**config.mk**
```make
export PLATFORM = sky130hd
export DESIGN_NAME = hp_parser
export DESIGN_NICKNAME = d
export VERILOG_FILES = /design/src/rtl/hp_pkg.sv /design/src/rtl/hp_rule_table.sv /design/src/rtl/hp_capture.sv /design/src/rtl/hp_parser.sv
export SDC_FILE = /design/constraint.sdc
export NUM_CORES = 1
export LEC_CHECK = 0
export BUFFER_PORTS_ARGS = -buffer_cell sky130_fd_sc_hd__buf_2
export CAP_MARGIN = 30
export CORE_ASPECT_RATIO = 1.75
export CORE_UTILIZATION = 46
export DETAILED_ROUTE_END_ITERATION = 16
export PLACE_DENSITY_LB_ADDON = 0.25
export SLEW_MARGIN = 20
export SYNTH_ARGS = -nofsm -noshare
export SYNTH_HDL_FRONTEND = slang
export SYNTH_SLANG_ARGS = --single-unit
```
**constraint.sdc**
```tcl
create_clock -name clk -period 8.1 [get_ports clk]
set_input_delay 1.215 -clock clk [delete_from_list [all_inputs] [get_ports clk]]
set_output_delay 1.215 -clock clk [all_outputs]
set_load 0.02 [all_outputs]
```
**src/rtl/hp_pkg.sv**
```systemverilog
package hp_pkg;
  localparam int ST_W      = 3;
  localparam int KEY_W     = 16;
  localparam int ETH_BYTES = 14;
  localparam int VLAN_BYTES = 4;
  localparam int RTAG_BYTES = 6;
  localparam int HV_W      = 4;

  typedef enum logic [ST_W-1:0] {
    ST_START = 3'd0, ST_ETH = 3'd1, ST_VLAN = 3'd2,
    ST_RTAG  = 3'd3, ST_IPV4 = 3'd4, ST_STOP = 3'd5
  } hstate_t;

  typedef enum logic [1:0] {P_IDLE, P_HDR, P_DRAIN} phase_t;

  typedef struct packed {
    logic             en;
    logic [ST_W-1:0]  cur;
    logic             wild;
    logic [KEY_W-1:0] val;
    logic [ST_W-1:0]  nxt;
  } rule_t;

  // byte length of each header state
  function automatic logic [3:0] hdr_len(logic [ST_W-1:0] s);
    case (s)
      ST_ETH:  return 4'(ETH_BYTES);
      ST_VLAN: return 4'(VLAN_BYTES);
      ST_RTAG: return 4'(RTAG_BYTES);
      default: return 4'd1;
    endcase
  endfunction

  // position of a header in the valid vector
  function automatic logic [1:0] hv_index(logic [ST_W-1:0] s);
    case (s)
      ST_ETH:  return 2'd0;
      ST_VLAN: return 2'd1;
      ST_RTAG: return 2'd2;
      default: return 2'd3;
    endcase
  endfunction

  function automatic logic is_header(logic [ST_W-1:0] s);
    return (s == ST_ETH) || (s == ST_VLAN) || (s == ST_RTAG);
  endfunction
endpackage

```
**src/rtl/hp_rule_table.sv**
```systemverilog
module hp_rule_table
  import hp_pkg::*;
#(
  parameter int NUM_RULES = 16,
  localparam int IDX_W = $clog2(NUM_RULES)
) (
  input  logic             clk,
  input  logic             rst_n,
  input  logic             wr_en,
  input  logic [IDX_W-1:0] wr_idx,
  input  rule_t            wr_rule,
  input  logic [ST_W-1:0]  look_state,
  input  logic [KEY_W-1:0] look_key,
  output logic             hit,
  output logic [ST_W-1:0]  hit_next
);
  rule_t rules [NUM_RULES];
  logic [NUM_RULES-1:0] match;

  always_ff @(posedge clk) begin
    if (!rst_n) begin
      for (int i = 0; i < NUM_RULES; i++) rules[i] <= '0;
    end else if (wr_en) begin
      rules[wr_idx] <= wr_rule;
    end
  end

  for (genvar g = 0; g < NUM_RULES; g++) begin : g_match
    assign match[g] = rules[g].en && (rules[g].cur == look_state) &&
                      (rules[g].wild || rules[g].val == look_key);
  end

  // lowest index wins: scan downward so the last assignment is the lowest hit
  always_comb begin
    hit      = 1'b0;
    hit_next = ST_STOP;
    for (int i = NUM_RULES - 1; i >= 0; i--) begin
      if (match[i]) begin
        hit      = 1'b1;
        hit_next = rules[i].nxt;
      end
    end
  end
endmodule

```
**src/rtl/hp_capture.sv**
```systemverilog
module hp_capture
  import hp_pkg::*;
#(
  localparam int ETH_W  = 8 * ETH_BYTES,
  localparam int VLAN_W = 8 * VLAN_BYTES,
  localparam int RTAG_W = 8 * RTAG_BYTES
) (
  input  logic              clk,
  input  logic              rst_n,
  input  logic              en,
  input  logic [ST_W-1:0]   sel,
  input  logic [7:0]        data,
  output logic [ETH_W-1:0]  eth_q,
  output logic [VLAN_W-1:0] vlan_q,
  output logic [RTAG_W-1:0] rtag_q,
  output logic [7:0]        low_byte
);
  always_ff @(posedge clk) begin
    if (!rst_n) begin
      eth_q  <= '0;
      vlan_q <= '0;
      rtag_q <= '0;
    end else if (en) begin
      case (sel)
        ST_ETH:  eth_q  <= {eth_q[ETH_W-9:0], data};
        ST_VLAN: vlan_q <= {vlan_q[VLAN_W-9:0], data};
        ST_RTAG: rtag_q <= {rtag_q[RTAG_W-9:0], data};
        default: ;
      endcase
    end
  end

  always_comb begin
    case (sel)
      ST_VLAN: low_byte = vlan_q[7:0];
      ST_RTAG: low_byte = rtag_q[7:0];
      default: low_byte = eth_q[7:0];
    endcase
  end
endmodule

```
**src/rtl/hp_parser.sv**
```systemverilog
module hp_parser
  import hp_pkg::*;
#(
  parameter int NUM_RULES = 16,
  localparam int IDX_W = $clog2(NUM_RULES),
  localparam int CNT_W = $clog2(ETH_BYTES + 1)
) (
  input  logic             clk,
  input  logic             rst_n,
  input  logic             in_valid,
  input  logic [7:0]       in_byte,
  input  logic             in_last,
  input  logic             cfg_we,
  input  logic [IDX_W-1:0] cfg_idx,
  input  logic             cfg_en,
  input  logic [ST_W-1:0]  cfg_cur,
  input  logic             cfg_wild,
  input  logic [KEY_W-1:0] cfg_val,
  input  logic [ST_W-1:0]  cfg_nxt,
  output logic [47:0]      eth_dst,
  output logic [47:0]      eth_src,
  output logic [15:0]      eth_type,
  output logic [2:0]       vlan_pcp,
  output logic             vlan_cfi,
  output logic [11:0]      vlan_vid,
  output logic [15:0]      vlan_type,
  output logic [31:0]      route_tag,
  output logic [15:0]      route_type,
  output logic [HV_W-1:0]  hdr_valid,
  output logic             parse_err,
  output logic             parse_done
);
  phase_t           phase;
  logic [ST_W-1:0]  cur_hdr;
  logic [CNT_W-1:0] cnt;
  logic [HV_W-1:0]  hv_q;
  logic             err_q, done_q;

  // named internal events
  logic first, hdr_byte, at_end, tbl_wr;
  logic hit, is_cont, is_final_ok, revisit;
  logic end_err, short_err, stop_evt, miss_evt;
  logic [ST_W-1:0]  nxt;
  logic [7:0]       low_byte;
  logic [KEY_W-1:0] key;
  logic [8*ETH_BYTES-1:0]  eth_q;
  logic [8*VLAN_BYTES-1:0] vlan_q;
  logic [8*RTAG_BYTES-1:0] rtag_q;

  assign tbl_wr = cfg_we && (phase == P_IDLE) && !in_valid;

  hp_rule_table #(.NUM_RULES(NUM_RULES)) u_table (
    .clk(clk), .rst_n(rst_n),
    .wr_en(tbl_wr), .wr_idx(cfg_idx),
    .wr_rule('{en: cfg_en, cur: cfg_cur, wild: cfg_wild, val: cfg_val, nxt: cfg_nxt}),
    .look_state(cur_hdr), .look_key(key),
    .hit(hit), .hit_next(nxt)
  );

  hp_capture u_cap (
    .clk(clk), .rst_n(rst_n),
    .en(first || hdr_byte),
    .sel(first ? ST_ETH : cur_hdr),
    .data(in_byte),
    .eth_q(eth_q), .vlan_q(vlan_q), .rtag_q(rtag_q),
    .low_byte(low_byte)
  );

  always_comb begin
    first       = in_valid && (phase == P_IDLE);
    hdr_byte    = in_valid && (phase == P_HDR);
    at_end      = hdr_byte && (cnt == CNT_W'(hdr_len(cur_hdr) - 4'd1));
    key         = {low_byte, in_byte};
    is_cont     = hit && is_header(nxt);
    is_final_ok = hit && ((nxt == ST_STOP) || (nxt == ST_IPV4));
    revisit     = is_cont && (hv_q[hv_index(nxt)] || (nxt == cur_hdr));
    end_err     = at_end && (!hit || (!is_cont && !is_final_ok) ||
                             (is_cont && (revisit || in_last)));
    short_err   = (first && in_last) || (hdr_byte && !at_end && in_last);
    stop_evt    = short_err || (at_end && (end_err || is_final_ok));
    miss_evt    = at_end && !hit;
  end

  always_ff @(posedge clk) begin
    if (!rst_n) begin
      phase   <= P_IDLE;
      cur_hdr <= ST_START;
      cnt     <= '0;
      hv_q    <= '0;
      err_q   <= 1'b0;
      done_q  <= 1'b0;
    end else begin
      done_q <= stop_evt;
      if (first) begin
        hv_q    <= '0;
        err_q   <= in_last;
        cur_hdr <= ST_ETH;
        cnt     <= CNT_W'(1);
        phase   <= in_last ? P_IDLE : P_HDR;
      end else if (hdr_byte) begin
        if (at_end) hv_q[hv_index(cur_hdr)] <= 1'b1;
        if (at_end && is_final_ok && (nxt == ST_IPV4)) hv_q[hv_index(ST_IPV4)] <= 1'b1;
        if (stop_evt) begin
          err_q <= end_err || short_err;
          phase <= in_last ? P_IDLE : P_DRAIN;
        end else if (at_end) begin
          cur_hdr <= nxt;
          cnt     <= '0;
        end else begin
          cnt <= cnt + CNT_W'(1);
        end
      end else if ((phase == P_DRAIN) && in_valid && in_last) begin
        phase <= P_IDLE;
      end
    end
  end

  assign eth_dst    = eth_q[111:64];
  assign eth_src    = eth_q[63:16];
  assign eth_type   = eth_q[15:0];
  assign vlan_pcp   = vlan_q[31:29];
  assign vlan_cfi   = vlan_q[28];
  assign vlan_vid   = vlan_q[27:16];
  assign vlan_type  = vlan_q[15:0];
  assign route_tag  = rtag_q[47:16];
  assign route_type = rtag_q[15:0];
  assign hdr_valid  = hv_q;
  assign parse_err  = err_q;
  assign parse_done = done_q;
endmodule

```
==> run_results.csv <==
group,metric,value,unit
pwr,pwr-share-seq,0.519,
sta,timing.final.ws_setup,1.93,ns
clock_tree,cts_tree,"built",
global_route,grt_pass1_vias,20900,
setup_path,rr_endpoint,"parse_err",
pwr,total_power,6.39,mW
synthesis,synth.distinct_cells,91,
cells_and_area,nNetsFinal,2924,
cells_and_area,seq_area,15700,sq um
job,cap_violations,0,
sta,max_freq,162,MHz
pwr,p_comb_frac,0.072,
route,drtIter0Drc,1566,
route,ant_nets,0,
synthesis,synth_top_area_share,0.412,
hold_path,hold_class,"flop to flop",
pwr,clockPowerShare,0.408,
pwr,power_density,200,nW/um^2
global_route,groute.usage.overall,0.303,
route,drc,0,
placement,io_buffers,238,
placement,routabilityCongestion,1.02,
hold_path,worstHoldStart,"u_cap.vlan_q[24]",
clock_tree,cts.repair.resized,0,
sta,whs,0.451,ns
sta,rsz0062_at_grt,"no",
floorplan,initial_core_util,0.465,
floorplan,num_rows,119,
sta,min_period,6.17,ns
synthesis,avgSynthCellArea,10.3,sq um
setup_path,worstReg2RegStart,"cur_hdr[0]",
sta,setup_viol,0,
route,dr.pass1.iters,7,
clock_tree,cts.sinks,591,
cells_and_area,area_delta_synth_final,14.1,%
clock_tree,cts_root_buf,"clkbuf_16",
placement,dpl.cell_count,3607,
floorplan,fp.dieH,328,um
synthesis,ys.flop_type,"edfxtp_1",
pwr,power_switching,1.55,mW
clock_tree,holdBufCountCts,0,
setup_path,crit_chain,"mux2i_1, buf_4, and3_1, or2_1, xor2_1, a32oi_1, o21ai_0, a41oi_1, o32a_1, o211ai_4, mux2_4, o31a_1, nor4_2, o41ai_2",
synthesis,async_flop_share,0,
setup_path,r2r_slack,1.93,ns
route,wl_per_cell,25.4,um
sta,finalClockSkew,0.0289,ns
sta,slew_headroom,0.355,
synthesis,syn-num-nets,2752,
synthesis,yosysTopAreaCell,"edfxtp_1",
cells_and_area,drive_above_1_share,0.159,
synthesis,synth_seq_cells,591,
global_route,antenna_found_initial,0,
clock_tree,numCtsBuffers,54,
clock_tree,cts.clk_slew.worst_paths,0.07,ns
sta,fin_crit_sh,0.762,
floorplan,fp.coreArea,60200,sq um
synthesis,yosysWarnings,0,
synthesis,yosys-top-cells-area,"edfxtp_1 41%, dfxtp_1 15%, and2_1 8.8%, nand2_1 5.9%, xnor2_1 4.9%",
synthesis,seq_area_frac_synth,0.560,
placement,place_ws,1.41,ns
setup_path,critPathMaxStageDelay,0.92,ns
setup_path,arrival,6.67,ns
setup_path,path_delay_family,"compound AO/OA/AOI/OAI gates",
pwr,leakagePower,12.0,nW
cells_and_area,n_antenna_cell,0,
outcome,outcome,"finished, final reports clean",
pwr,peakVddDrop,0.176,mV
sta,hold_viol,0,
setup_path,critical-path-slowest-cell,"dfxtp_2",
clock_tree,clock_latency,0.65,ns
cells_and_area,finalNonFillerCells,3710,
setup_path,worstPathMaxFanout,24,
setup_path,crit_path_start_kind,"flop",
setup_path,ff2ff_path_depth,14,
sta,worst_slew_pin_slew,0.943,ns
pwr,sw_frac_of_total,0.242,
sta,fin_setup_tns,0,ns
global_route,grt_max_degree,102,
setup_path,path_buf_inv,1,
global_route,grt_pass1_wl,137,mm
cells_and_area,multi_input_area,11500,sq um
route,vias,21400,
floorplan,die_w,188,um
clock_tree,cts_max_level,2,
setup_path,cp.required,8.60,ns
route,drt_wl_total,94.1,mm
setup_path,worst_setup_path_end_kind,"flop",
clock_tree,post_cts_buffers,0,
synthesis,netlist_instances,2710,
placement,place_hpwl,67.6,mm
hold_path,hold_end,"u_cap.vlan_q[24]",
pwr,intPower,4.84,mW
hold_path,hold_depth,2,
synthesis,synth_edf_count,384,
floorplan,die-area,61800,sq um
setup_path,path_class,"flop to flop",
clock_tree,cts.path.max_buffers,3,
synthesis,syn-cell-area,28000,sq um
route,vias_per_cell,5.76,
cells_and_area,final.fill_count,5345,
sta,slew_violations,0,
floorplan,ios,239,
global_route,overflow,0,
-- worst max path at each step --
stage / start / to / cells after the start
after floorplan: in_valid / parse_err / 15
after global placement: in_valid / parse_err / 16
after detailed placement: in_valid / parse_err / 16
after CTS: cur_hdr[0] / cnt[2] / 15
after global routing: in_valid / cnt[2] / 16
final: cur_hdr[0] / parse_err / 14
-- stage by stage --
stage               area [sq um]   util
global route               31900  0.531
CTS                        31800  0.529
global placement           29900  0.498
finish                     31900  0.531
detailed placement         30000  0.499
floorplan                  28000      -
-- placed cells by master (no fill, tap or decap), drive strengths merged, types with 5 or more instances in the layout --
cell and n:
o221ai 8, and3 8, o22ai 29, bufinv 5, clkbuf 66, nand2b 12, nor3 36, edfxtp 384
nand3 22, xor2 90, a211oi 12, nand2 440, mux2i 18, or2 13, o2bb2ai 13, nor2b 9
a221oi 12, nor4 28, o21ai 61, o21a 9, a32oi 5, o2111ai 15, clkinvlp 5, o31a 5
a31oi 9, nand4 42, and2 395, a2111oi 15, buf 310, a21oi 228, clkinv 21, a22oi 11
dfxtp 207, nor2 66, xnor2 156, o211ai 22, inv 47, or3 12
-- power by group through the flow --
| stage | Combinational, mW | Sequential, mW | Clock [mW] |
|---|---|---|---|
| 2_1_floorplan | 0.279 | 3.36 | 0 |
| 3_3_place_gp | 0.446 | 3.38 | 0 |
| 3_5_place_dp | 0.456 | 3.38 | 0 |
| 4_1_cts | 0.457 | 3.32 | 2.64 |
| 5_1_grt | 0.491 | 3.32 | 2.75 |
| 6_report | 0.461 | 3.32 | 2.61 |
-- worst register-to-register path: cells and delay by family, from the launching register on --
kind            cells  cell delay (ns)
flops               1             0.92
compound gates      7             2.32
mux                 2             1.06
buf+inv             1             0.36
xor+xnor            1             0.14
simple gates        3             1.24
-- registers in the layout (all words and copies together) (netlist names) --
name,cells
cnt,4
cur_hdr,3
hdr_valid,4
parse_done,1
parse_err,1
phase,2
u_cap.eth_q,112
u_cap.rtag_q,48
u_cap.vlan_q,32
u_table.rules,384
-- Yosys cell counts, drive strengths merged (5+ instances only) --
cell / number
o21ai: 61
o2111ai: 15
nor4: 28
a221oi: 12
o221ai: 8
and3: 8
nand3: 22
a21oi: 228
a211oi: 12
buf: 54
nor2: 66
nand4: 42
dfxtp: 207
a2111oi: 15
xor2: 90
clkbuf: 141
o211ai: 22
edfxtp: 384
inv: 43
nand2b: 12
or3: 12
and2: 395
a32oi: 5
or2: 13
a22oi: 11
o31a: 5
nand2: 440
nor2b: 9
nor3: 36
a31oi: 9
xnor2: 156
mux2i: 18
o2bb2ai: 13
o22ai: 29
o21a: 9
-- layer usage --
layer	up-vias	track usage	wire length (um)
met5	-	0	0
met4	0	0.173	5790
met3	259	0.0421	5170
met2	908	0.573	50400
met1	10400	0.317	32700
li1	9790	-	-
-- cell families (layout without fill, tap and decap cells) --
family,count (synthesis),after routing,share of synthesized area
mux,21,21,0.00832
simple gates,1107,1107,0.203
fa+ha+maj,1,1,0.000447
buf+inv,240,454,0.0345
flops,591,591,0.560
xor+xnor,246,246,0.0770
compound gates,504,504,0.116
-- area by class of cell --
class	count	share of cell area
flip-flops and latches	591	0.491
multi-input cells	1879	0.359
repair buffers	311	0.0577
clock buffers	65	0.0453
well taps	786	0.0308
clock inverters	33	0.0107
inverters	45	0.00545
(Power assumes the default switching activity.)
